## src/rtl/tgt_ack_pkg.sv

```systemverilog
package tgt_ack_pkg;

  localparam int SHORT_W = 7;
  localparam int EXT_W   = 10;

  localparam logic [1:0] PH_DATA   = 2'b00;
  localparam logic [1:0] PH_FIRST  = 2'b01;
  localparam logic [1:0] PH_SECOND = 2'b10;

  localparam logic [4:0] HDR_TAG = 5'b11110;

  // masked equality: a set mask bit removes that bit from the compare
  function automatic logic short_eq(input logic [SHORT_W-1:0] got,
                                    input logic [SHORT_W-1:0] want,
                                    input logic [SHORT_W-1:0] dc);
    return ((got ^ want) & ~dc) == '0;
  endfunction

  function automatic logic pair_eq(input logic [1:0] got,
                                   input logic [1:0] want,
                                   input logic [1:0] dc);
    return ((got ^ want) & ~dc) == '0;
  endfunction

  function automatic logic octet_eq(input logic [7:0] got,
                                    input logic [7:0] want,
                                    input logic [7:0] dc);
    return ((got ^ want) & ~dc) == '0;
  endfunction

  function automatic logic is_gcall(input logic [7:0] b);
    return b == 8'h00;
  endfunction

  function automatic logic is_header(input logic [7:0] b);
    return b[7:3] == HDR_TAG;
  endfunction

endpackage

```

## src/rtl/tgt_slot_cmp.sv

```systemverilog
module tgt_slot_cmp
  import tgt_ack_pkg::*;
(
  input  logic [SHORT_W-1:0] rx_hi,
  input  logic [7:0]         lane_cfg,
  input  logic [SHORT_W-1:0] lane_mask,
  output logic               addr_hit,
  output logic               gc_en
);
  assign addr_hit = short_eq(rx_hi, lane_cfg[7:1], lane_mask);
  assign gc_en    = lane_cfg[0];
endmodule

```

## src/rtl/tgt_ext_cmp.sv

```systemverilog
module tgt_ext_cmp
  import tgt_ack_pkg::*;
(
  input  logic [7:0]       rx_byte,
  input  logic [EXT_W:0]   ext_cfg,
  input  logic [EXT_W-1:0] ext_dc,
  output logic             hdr_hit,
  output logic             low_hit,
  output logic             gc_en
);
  // upper two address bits ride in the header byte, lower eight in the next one
  assign hdr_hit = pair_eq(rx_byte[2:1], ext_cfg[10:9], ext_dc[9:8]);
  assign low_hit = octet_eq(rx_byte, ext_cfg[8:1], ext_dc[7:0]);
  assign gc_en   = ext_cfg[0];
endmodule

```

## src/rtl/tgt_ack_decide.sv

```systemverilog
module tgt_ack_decide
  import tgt_ack_pkg::*;
#(
  parameter int NSLOT = 4,
  parameter int IDXW  = 3
) (
  input  logic [7:0]       rx_byte,
  input  logic [1:0]       addr_phase,
  input  logic             role_ctrl,
  input  logic             dir_tx,
  input  logic             en7,
  input  logic             en10,
  input  logic             ack_en,
  input  logic             armed,
  input  logic [NSLOT-1:0] slot_hit,
  input  logic [NSLOT-1:0] slot_gc,
  input  logic             hdr_hit,
  input  logic             low_hit,
  input  logic             ext_gc,
  output logic             nxt_hit,
  output logic [IDXW-1:0]  nxt_idx,
  output logic             nxt_gc,
  output logic             nxt_ack,
  output logic             nxt_last,
  output logic             hdr_ok
);
  logic [NSLOT:0]    gc_cand;
  logic [NSLOT-1:0]  hit_cand;
  logic [IDXW-1:0]   gc_idx, hit_idx;
  logic              is_first, is_second, is_data, tgt;

  assign gc_cand  = {en10 & ext_gc, slot_gc & {NSLOT{en7}}};
  assign hit_cand = slot_hit & {NSLOT{en7}};

  assign is_first  = addr_phase == PH_FIRST;
  assign is_second = addr_phase == PH_SECOND;
  assign is_data   = !is_first && !is_second;
  assign tgt       = !role_ctrl;

  // lowest index wins: scan downward so the last assignment is the smallest
  always_comb begin
    gc_idx = '0;
    for (int i = NSLOT; i >= 0; i--)
      if (gc_cand[i]) gc_idx = IDXW'(i);
  end

  always_comb begin
    hit_idx = '0;
    for (int i = NSLOT - 1; i >= 0; i--)
      if (hit_cand[i]) hit_idx = IDXW'(i);
  end

  always_comb begin
    nxt_hit  = 1'b0;
    nxt_idx  = '0;
    nxt_gc   = 1'b0;
    nxt_ack  = 1'b0;
    nxt_last = 1'b0;
    hdr_ok   = 1'b0;
    if (is_data) begin
      nxt_ack  = ack_en && !dir_tx;
      nxt_last = tgt && dir_tx && !ack_en;
    end else if (tgt && is_first) begin
      if (is_gcall(rx_byte)) begin
        nxt_gc  = |gc_cand;
        nxt_idx = gc_idx;
      end else if (is_header(rx_byte)) begin
        hdr_ok = en10 && hdr_hit;
      end else begin
        nxt_hit = |hit_cand;
        nxt_idx = hit_idx;
      end
      nxt_ack = ack_en && (nxt_hit || nxt_gc || hdr_ok);
    end else if (tgt && is_second) begin
      nxt_hit = armed && en10 && low_hit;
      nxt_idx = nxt_hit ? IDXW'(NSLOT) : '0;
      nxt_ack = ack_en && nxt_hit;
    end
  end
endmodule

```

## src/rtl/tgt_addr_ack.sv

```systemverilog
module tgt_addr_ack
  import tgt_ack_pkg::*;
#(
  parameter  int NSLOT = 4,
  localparam int IDXW  = $clog2(NSLOT + 1)
) (
  input  logic                   clk,
  input  logic                   rst_n,
  input  logic                   byte_vld,
  input  logic [7:0]             rx_byte,
  input  logic [1:0]             addr_phase,
  input  logic                   role_ctrl,
  input  logic                   dir_tx,
  input  logic                   en7,
  input  logic                   en10,
  input  logic                   ack_en,
  input  logic [NSLOT*8-1:0]     slot_addr,
  input  logic [NSLOT*SHORT_W-1:0] slot_mask,
  input  logic [EXT_W:0]         ext_addr,
  input  logic [EXT_W-1:0]       ext_mask,
  output logic                   res_vld,
  output logic                   hit,
  output logic [IDXW-1:0]        hit_idx,
  output logic                   gcall,
  output logic                   ack,
  output logic                   last_tx
);
  // named internal events, visible to the bound checker
  logic [NSLOT-1:0] slot_hit_w, slot_gc_w;
  logic             hdr_hit_w, low_hit_w, ext_gc_w, hdr_ok_w;
  logic             armed_q;
  logic             nxt_hit, nxt_gc, nxt_ack, nxt_last;
  logic [IDXW-1:0]  nxt_idx;

  for (genvar s = 0; s < NSLOT; s++) begin : g_slot
    tgt_slot_cmp u_cmp (
      .rx_hi     (rx_byte[7:1]),
      .lane_cfg  (slot_addr[s*8 +: 8]),
      .lane_mask (slot_mask[s*SHORT_W +: SHORT_W]),
      .addr_hit  (slot_hit_w[s]),
      .gc_en     (slot_gc_w[s])
    );
  end

  tgt_ext_cmp u_ext (
    .rx_byte (rx_byte),
    .ext_cfg (ext_addr),
    .ext_dc  (ext_mask),
    .hdr_hit (hdr_hit_w),
    .low_hit (low_hit_w),
    .gc_en   (ext_gc_w)
  );

  tgt_ack_decide #(.NSLOT(NSLOT), .IDXW(IDXW)) u_dec (
    .rx_byte    (rx_byte),
    .addr_phase (addr_phase),
    .role_ctrl  (role_ctrl),
    .dir_tx     (dir_tx),
    .en7        (en7),
    .en10       (en10),
    .ack_en     (ack_en),
    .armed      (armed_q),
    .slot_hit   (slot_hit_w),
    .slot_gc    (slot_gc_w),
    .hdr_hit    (hdr_hit_w),
    .low_hit    (low_hit_w),
    .ext_gc     (ext_gc_w),
    .nxt_hit    (nxt_hit),
    .nxt_idx    (nxt_idx),
    .nxt_gc     (nxt_gc),
    .nxt_ack    (nxt_ack),
    .nxt_last   (nxt_last),
    .hdr_ok     (hdr_ok_w)
  );

  always_ff @(posedge clk or negedge rst_n) begin
    if (!rst_n) begin
      res_vld <= 1'b0;
      hit     <= 1'b0;
      hit_idx <= '0;
      gcall   <= 1'b0;
      ack     <= 1'b0;
      last_tx <= 1'b0;
      armed_q <= 1'b0;
    end else begin
      res_vld <= byte_vld;
      if (byte_vld) begin
        hit     <= nxt_hit;
        hit_idx <= nxt_idx;
        gcall   <= nxt_gc;
        ack     <= nxt_ack;
        last_tx <= nxt_last;
        if (addr_phase == PH_FIRST) armed_q <= hdr_ok_w;
      end
    end
  end
endmodule

```

## config.mk

```make
export PLATFORM = sky130hd
export DESIGN_NAME = tgt_addr_ack
export DESIGN_NICKNAME = d
export VERILOG_FILES = /design/src/rtl/tgt_ack_pkg.sv /design/src/rtl/tgt_slot_cmp.sv /design/src/rtl/tgt_ext_cmp.sv /design/src/rtl/tgt_ack_decide.sv /design/src/rtl/tgt_addr_ack.sv
export SDC_FILE = /design/constraint.sdc
export NUM_CORES = 1
export LEC_CHECK = 0
export BUFFER_PORTS_ARGS = -buffer_cell sky130_fd_sc_hd__clkbuf_2
export CORE_MARGIN = 4
export CORE_UTILIZATION = 40
export CTS_CLUSTER_SIZE = 14
export DETAILED_ROUTE_END_ITERATION = 7
export PLACE_DENSITY = 0.93
export REMOVE_ABC_BUFFERS = 1
export SYNTH_ARGS = -nofsm -noshare
export SYNTH_HDL_FRONTEND = slang
export SYNTH_SLANG_ARGS = --single-unit
```

## constraint.sdc

```tcl
create_clock -name clk -period 2.25 [get_ports clk]
set_input_delay 0.1125 -clock clk [delete_from_list [all_inputs] [get_ports clk]]
set_output_delay 0.1125 -clock clk [all_outputs]
set_load 0.02 [all_outputs]
```

==> summary.md, run 1 <==
| Metric | Value |
|---|---|
| Status | complete, no violations |
| Seq/Total Area, Yosys | 0.194 |
| Met3 Usage GRT | 0.0310 |
| CTS tree | built |
| Die Ht | 61.9 µm |
| Standby leakage power | between 0.8 and 0.9 nW |
| DR vias/cell | 5.17 |
| Worst EP required | about 2400 ps |
| Final Wtd Congestion | 0.827 |
| Worst Hold Class | in2reg |
| DRC | 0 |
| Worst Path Arrival | 1680 ps |
| CTS H-tree lvls | 1 |
| Critical path buffer and inverter count | 2 |
| Total congestion overflow | 0 |
| Crit-path max cell delay | 420 ps |
| Post-route antenna net violation count | 0 |
| Hold_sp | byte_vld |
| Hold_buf cts | 1 |
| Post-synthesis cell count | 138 |
| Crit. End Element | register |
| Clock tree buffer depth | 2 |
| Crit Path Category | in2reg |
| Core Region | around 0.0028 mm² |
| Antenna violations before repair | 0 |
| PnR worst setup slack | 761 ps |
| Grt peak-use layer | met2 |
| Layout Nets | 343 |
| Die ar. | 0.00383 mm² |
| Pin count of the biggest net entering global routing | 14 |
| Met2 GRT Util | 0.374 |
| Slew Limit Fails | 0 |
| Global Route Usage Sum | 0.200 |
| Final setup TNS | 0 ps |
| Synth Warn # | 0 |
| Drt pass-1 iters | 4 |
| RR Endpoint | ack$_DFFE_PN0P_ |
| Critical Path, Cell by Cell | clkbuf_2 > inv_1 > ha_1 > and2b_1 > nand2_1 > or3_1 > nor3_1 > a221o_1 |
| Setup crit start kind | primary input |
| Syn Std Cell Area | 0.00116 mm² |
| Worst path slowest cell | or3_1 |
| GR Util met1 | 0.240 |
| Post-synth EDFFs | 0 |
| Layout cells sized above 1 | 0.490 |
| Asr flop ratio synth | 1.00 |
| Syn_area_per_cell | approximately 8.4 µm² |
| Minimum clock period | 1490 ps |
| Most used DFF post-synth | dfrtp_1 |
| Reg2Reg Depth | 4 |
| Critical Path Fanout Max | 4 |
| Final Hold Violating Endpoints | 0 |
| CTS buffer count | 3 |
| Global-route wire length before repair | roughly 5700 µm |
| Routed WL | 3810 µm |
| Final worst path period share | 0.662 |
| DRT iter0 DRCs | 34 |
| Clock sink count | 9 |
| Worst vdd ir | about 240 µV |
| Unique masters post-synth | 34 |
| Vias in the first global route | 1353 |
| Reg-to-reg critical path startpoint | armed_q$_DFFE_PN0P_ |
| Antenna diodes | 0 |
| Maxcap violations | 0 |
| Area occupied by multi-input gates | 838 µm² |
| DR vias | 1405 |
| RSZ-0062 raised after global routing | no |
| Worst-path clk slew | around 60 ps |
| Postcts setup bufs | 0 |
| Final setup viols | 0 |
| Worst reg2reg setup slack | approximately 1000 ps |
| Root buffer cell | clkbuf_4 |
| Rel. slew slack | 0.680 |
| Most common cell after layout, fill and taps aside | clkbuf_2 |
| Half-perimeter wire length after placement | about 3400 µm |
| Area added between synthesis and finish | 45.7% |
| IO Port Bufs | approximately 110 |
| DR WL/cell | 14.0 µm |
| Pwr Density | approximately 330 mW/mm² |
| Fmax | 672 MHz |
| Pre-CTS setup slack | 519 ps |
| Min-Delay Path Depth | 1 |
| Slew @ Worst Pin | 474 ps |
| Crit path max-delay family | simple AND/OR/NAND/NOR gates |
| Commonest cells after routing, fill and taps aside | 106 x clkbuf_2, 38 x xnor2_1, 15 x o22ai_1 |
| Flip-flop and latch count after synthesis | 9 |
| Post-CTS sizing | 0 |
| Rows | 19 |
| Die X | 61.9 µm |
| Final setup skew | approximately 6.9 ps |
| Initial core utilization | 0.421 |
| Clock insertion delay at the later pin of the skew report | around 260 ps |
| Fillers | 248 |
| # IOs | around 110 |
| Hold EP | res_vld$_DFF_PN0_ |
| Reg area | ~230 µm² |
| Design Power | 0.000561 W |
## synth_stat cells, types with 2 or more instances
master,count,area (µm²)
ha_1,2,25.0
dfrtp_1,9,225
inv_1,6,22.5
buf_6,5,56.3
xnor2_1,38,333
o22ai_1,15,93.8
nor3_1,2,10.0
mux2_2,2,22.5
nor4_2,3,37.5
o21ai_1,3,15.0
a21o_1,2,15.0
nor2_1,9,33.8
nand2_1,7,26.3
nor4_1,5,31.3
nand3_1,2,10.0
o21ai_0,7,35.0
nor2b_1,2,12.5
buf_4,2,15.0
nand4_1,2,12.5
## report_power, final
group | switching, W | internal (W) | total, W
registers | 0.00000258 | 0.000167 | 0.000170
logic | 0.000125 | 0.000145 | 0.000270
clock network | 0.0000525 | 0.0000681 | 0.000121
## sequential cells by signal (all words and copies together) (netlist names)
signal / count
gcall: 1
last_tx: 1
armed_q: 1
res_vld: 1
hit: 1
hit_idx: 3
ack: 1
## how the worst max path moves through the flow
stage	start	endpoint	depth (start not counted)
2_1_floorplan	addr_phase[0]	hit_idx[1]$_DFFE_PN0P_	7
3_3_place_gp	addr_phase[0]	hit_idx[1]$_DFFE_PN0P_	8
3_5_place_dp	addr_phase[0]	hit_idx[1]$_DFFE_PN0P_	8
4_1_cts	addr_phase[0]	hit_idx[1]$_DFFE_PN0P_	8
5_1_grt	addr_phase[0]	hit_idx[1]$_DFFE_PN0P_	8
6_report	addr_phase[0]	hit_idx[1]$_DFFE_PN0P_	8
## routing by layer
layer  vias up  wire length, µm
met2        61             2030
met3         2              343
met5         -                0
met4         0               14
met1       639             1430
li1        703                -
## per-stage QoR
| step | hold WS [ps] | instance area [µm²] | cells | util |
|---|---|---|---|---|
| after global routing | 143 | 1690 | 272 | 0.613 |
| after detailed placement | -16.8 | 1660 | 267 | 0.600 |
| after global placement | -21.2 | 1660 | 267 | 0.600 |
| final | 139 | 1690 | 272 | 0.613 |
| after floorplan | -183 | 1090 | 130 | - |
| after CTS | 137 | 1690 | 272 | 0.613 |
## cell families (layout without fill, tap and decap cells)
group | after synthesis | count (layout) | synth area share
compound gates | 35 | 35 | 0.198
xor+xnor | 38 | 38 | 0.287
fa+ha+maj | 2 | 2 | 0.0215
buf+inv | 14 | 117 | 0.0840
flops | 9 | 9 | 0.194
mux | 2 | 2 | 0.0194
simple gates | 38 | 38 | 0.196
## area by class of cell
type	instances	area share
well taps	31	0.0229
multi-input cells	115	0.496
inverters	6	0.0133
flip-flops and latches	9	0.133
clock buffers	4	0.0155
repair buffers	107	0.320
Power figures use the tool's default switching activity.
==> inputs of run 2 (changes only) <==
- CORE_UTILIZATION: 40 -> 34
- PLACE_DENSITY: 0.93 -> 0.85
- clock period: 2.25 -> 1.31 ns (I/O delays scaled with it)
==> summary.md, run 2 (same netlist as run 1, synthesis figures left out) <==
| Metric | Value |
|---|---|
| Total congestion overflow | 0 (unchanged) |
| Slew Limit Fails | 0 (unchanged) |
| DRC | 0 (unchanged) |
| Placed Cells | 297 (was 267) |
| Final setup TNS | 0 ps (unchanged) |
| CTS H-tree lvls | 1 (unchanged) |
| Final setup skew | 5.36 ps (was 6.91 ps) |
| Initial core utilization | 0.368 (was 0.421) |
| Crit-path max cell delay | 340 ps (was 420 ps) |
| Layout Nets | 363 (was 343) |
| Root buffer cell | clkbuf_4 (unchanged) |
| CTS buffer count | 3 (unchanged) |
| Placed cell area | 0.00180 mm² (was 0.00166 mm²) |
| Slew @ Worst Pin | 370 ps (was 474 ps) |
| Commonest cells after routing, fill and taps aside | 101 x clkbuf_2, 35 x xnor2_1, 23 x buf_4 (was 106 x clkbuf_2, 38 x xnor2_1, 15 x o22ai_1) |
| DRT iter0 DRCs | 28 (was 34) |
| Top reg by flops | hit_idx (unchanged) |
| Area added between synthesis and finish | 71.7% (was 45.7%) |
| Die Ht | 66.4 µm (was 61.9 µm) |
| Critical path buffer and inverter count | 2 (unchanged) |
| Final worst path period share | 0.989 |
| Crit path max-delay family | compound AO/OA/AOI/OAI gates (was simple AND/OR/NAND/NOR gates) |
| Final setup viols | 0 (unchanged) |
| Vias in the first global route | 1517 (was 1353) |
| Worst-path clk slew | 60 ps (about the same) |
| Worst EP required | 1500 ps (was 2440 ps) |
| Die ar. | 0.00441 mm² (was 0.00383 mm²) |
| Half-perimeter wire length after placement | 3610 µm (was 3450 µm) |
| Global-route wire length before repair | 6490 µm (was 5690 µm) |
| CP startpoint | rx_byte[3] (was addr_phase[0]) |
| Die X | 66.4 µm (was 61.9 µm) |
| Routed WL | 4300 µm (was 3810 µm) |
| Pwr Density | 540 mW/mm² (was 331 mW/mm²) |
| Cell mode on critical path | o21ai_1 |
| Rows | 20 (was 19) |
| Minimum clock period | 1300 ps |
| Worst path slowest cell | nor4_2 (was or3_1) |
| Worst reg2reg setup slack | 180 ps (was 1020 ps) |
| CTS tree | built (unchanged) |
| Clock tree buffer depth | 2 (unchanged) |
| Standby leakage power | 0.977 nW (was 0.828 nW) |
| Critical Path Fanout Max | 7 (was 4) |
| CP Capture Point | ack$_DFFE_PN0P_ (was hit_idx[1]$_DFFE_PN0P_) |
| Worst Hold Class | in2reg (unchanged) |
| Post-route antenna net violation count | 0 (unchanged) |
| Final Wtd Congestion | 0.792 (was 0.827) |
| Fmax | 772 MHz |
| # IOs | 107 (unchanged) |
| Maxcap violations | 0 (unchanged) |
| Fillers | 291 (was 248) |
| Reg-to-reg critical path startpoint | armed_q$_DFFE_PN0P_ (unchanged) |
| Pin count of the biggest net entering global routing | 13 (was 14) |
| Max reg flops | 3 (unchanged) |
| Crit. End Element | register (unchanged) |
| Status | complete, no violations (unchanged) |
| Clock sink count | 9 (unchanged) |
| Drt pass-1 iters | 4 (unchanged) |
| Antenna diodes | 0 (unchanged) |
| Reg2Reg Depth | 4 (unchanged) |
| DR vias/cell | 4.80 (was 5.17) |
| Final cell count without fillers | 305 (was 272) |
| Most common cell after layout, fill and taps aside | clkbuf_2 (unchanged) |
| Rel. slew slack | 0.751 (was 0.680) |
| Critical Path, Cell by Cell | clkbuf_2 > xnor2_1 > o21ai_1 > nor4_2 > buf_4 > nor4_4 > o21ai_1 > o221a_1 (was clkbuf_2 > inv_1 > ha_1 > and2b_1 > nand2_1 > or3_1 > nor3_1 > a221o_1) |
| Antenna violations before repair | 0 (unchanged) |
| Worst Path Arrival | 1480 ps (was 1680 ps) |
| Core Region | 0.00315 mm² (was 0.00276 mm²) |
| Crit Path Category | in2reg (unchanged) |
| Layout cells sized above 1 | 0.586 (was 0.490) |
| Final Instance Area | 0.00199 mm² (was 0.00169 mm²) |
| Clock insertion delay at the later pin of the skew report | 250 ps (was 260 ps) |
| Crit path depth | 8 (unchanged) |
| RR Endpoint | ack$_DFFE_PN0P_ (unchanged) |
| Global Route Usage Sum | 0.187 (was 0.200) |
| DR vias | 1464 (was 1405) |
| Worst vdd ir | 221 µV (was 237 µV) |
| Setup crit start kind | primary input (unchanged) |
| Design Power | 0.00108 W (was 0.000561 W) |
| Final Hold Violating Endpoints | 0 (unchanged) |
| IO Port Bufs | 106 (unchanged) |
| DR WL/cell | 14.1 µm (was 14.0 µm) |
-- run 2: worst min-delay path by stage --
stage	start	endpoint	slack, ps	cells past startpoint
3_5_place_dp	rst_n	last_tx$_DFFE_PN0P_	-70	1
3_3_place_gp	rst_n	last_tx$_DFFE_PN0P_	-70	1
5_1_grt	slot_addr[8]	hit_idx[0]$_DFFE_PN0P_	130	3
2_1_floorplan	rst_n	ack$_DFFE_PN0P_	-230	0
6_report	slot_addr[8]	hit_idx[0]$_DFFE_PN0P_	120	3
4_1_cts	slot_addr[8]	hit_idx[0]$_DFFE_PN0P_	110	3
-- run 2: tightest hold or removal path, stage by stage --
cell and delay (ps):
clkbuf_2 100, o21ai_0 90, o221ai_1 70
-- run 2: area by class of cell --
class	count	area, µm²	share of cell area
clock buffer	4	26.3	0.0132
inverter	6	22.5	0.0113
multi-input combinational	115	966	0.485
sequential	9	225	0.113
tap	44	55.1	0.0276
timing repair buffer	127	698	0.350
-- run 2: what timing repair did --
item / CTS / global route
endpoints found under the hold margin: 9 / 0
endpoints found under the setup margin: 3 / 5
cloned: 0 / 0
hold buffers: 1 / 0
gates resized for setup: 1 / 31
setup buffers: 0 / 3
pin swaps: 2 / 12
-- run 2: report_power, final --
| part | total [W] | internal [W] | switching [W] |
|---|---|---|---|
| Combinational | 0.000574 | 0.000312 | 0.000262 |
| Sequential | 0.000291 | 0.000287 | 0.00000385 |
| Clock | 0.000211 | 0.000117 | 0.0000942 |
| Total | 0.00108 | 0.000716 | 0.000360 |
-- run 2: per-layer routing --
metal  vias to the layer above  track usage  wire length [µm]
li1                        744            -                 -
met1                       653        0.215              1570
met2                        63        0.357              2310
met3                         4       0.0340               363
met4                         0       0.0305                53
met5                         -            0                 0
-- run 2: stage by stage --
stage | hold slack (ps) | utilization | setup slack (ps)
after floorplan | -230 | - | -136
after global placement | -72.7 | 0.571 | -261
after detailed placement | -65.3 | 0.571 | -353
after CTS | 114 | 0.584 | 2.82
after global routing | 128 | 0.632 | -62.9
final | 117 | 0.632 | 14.9
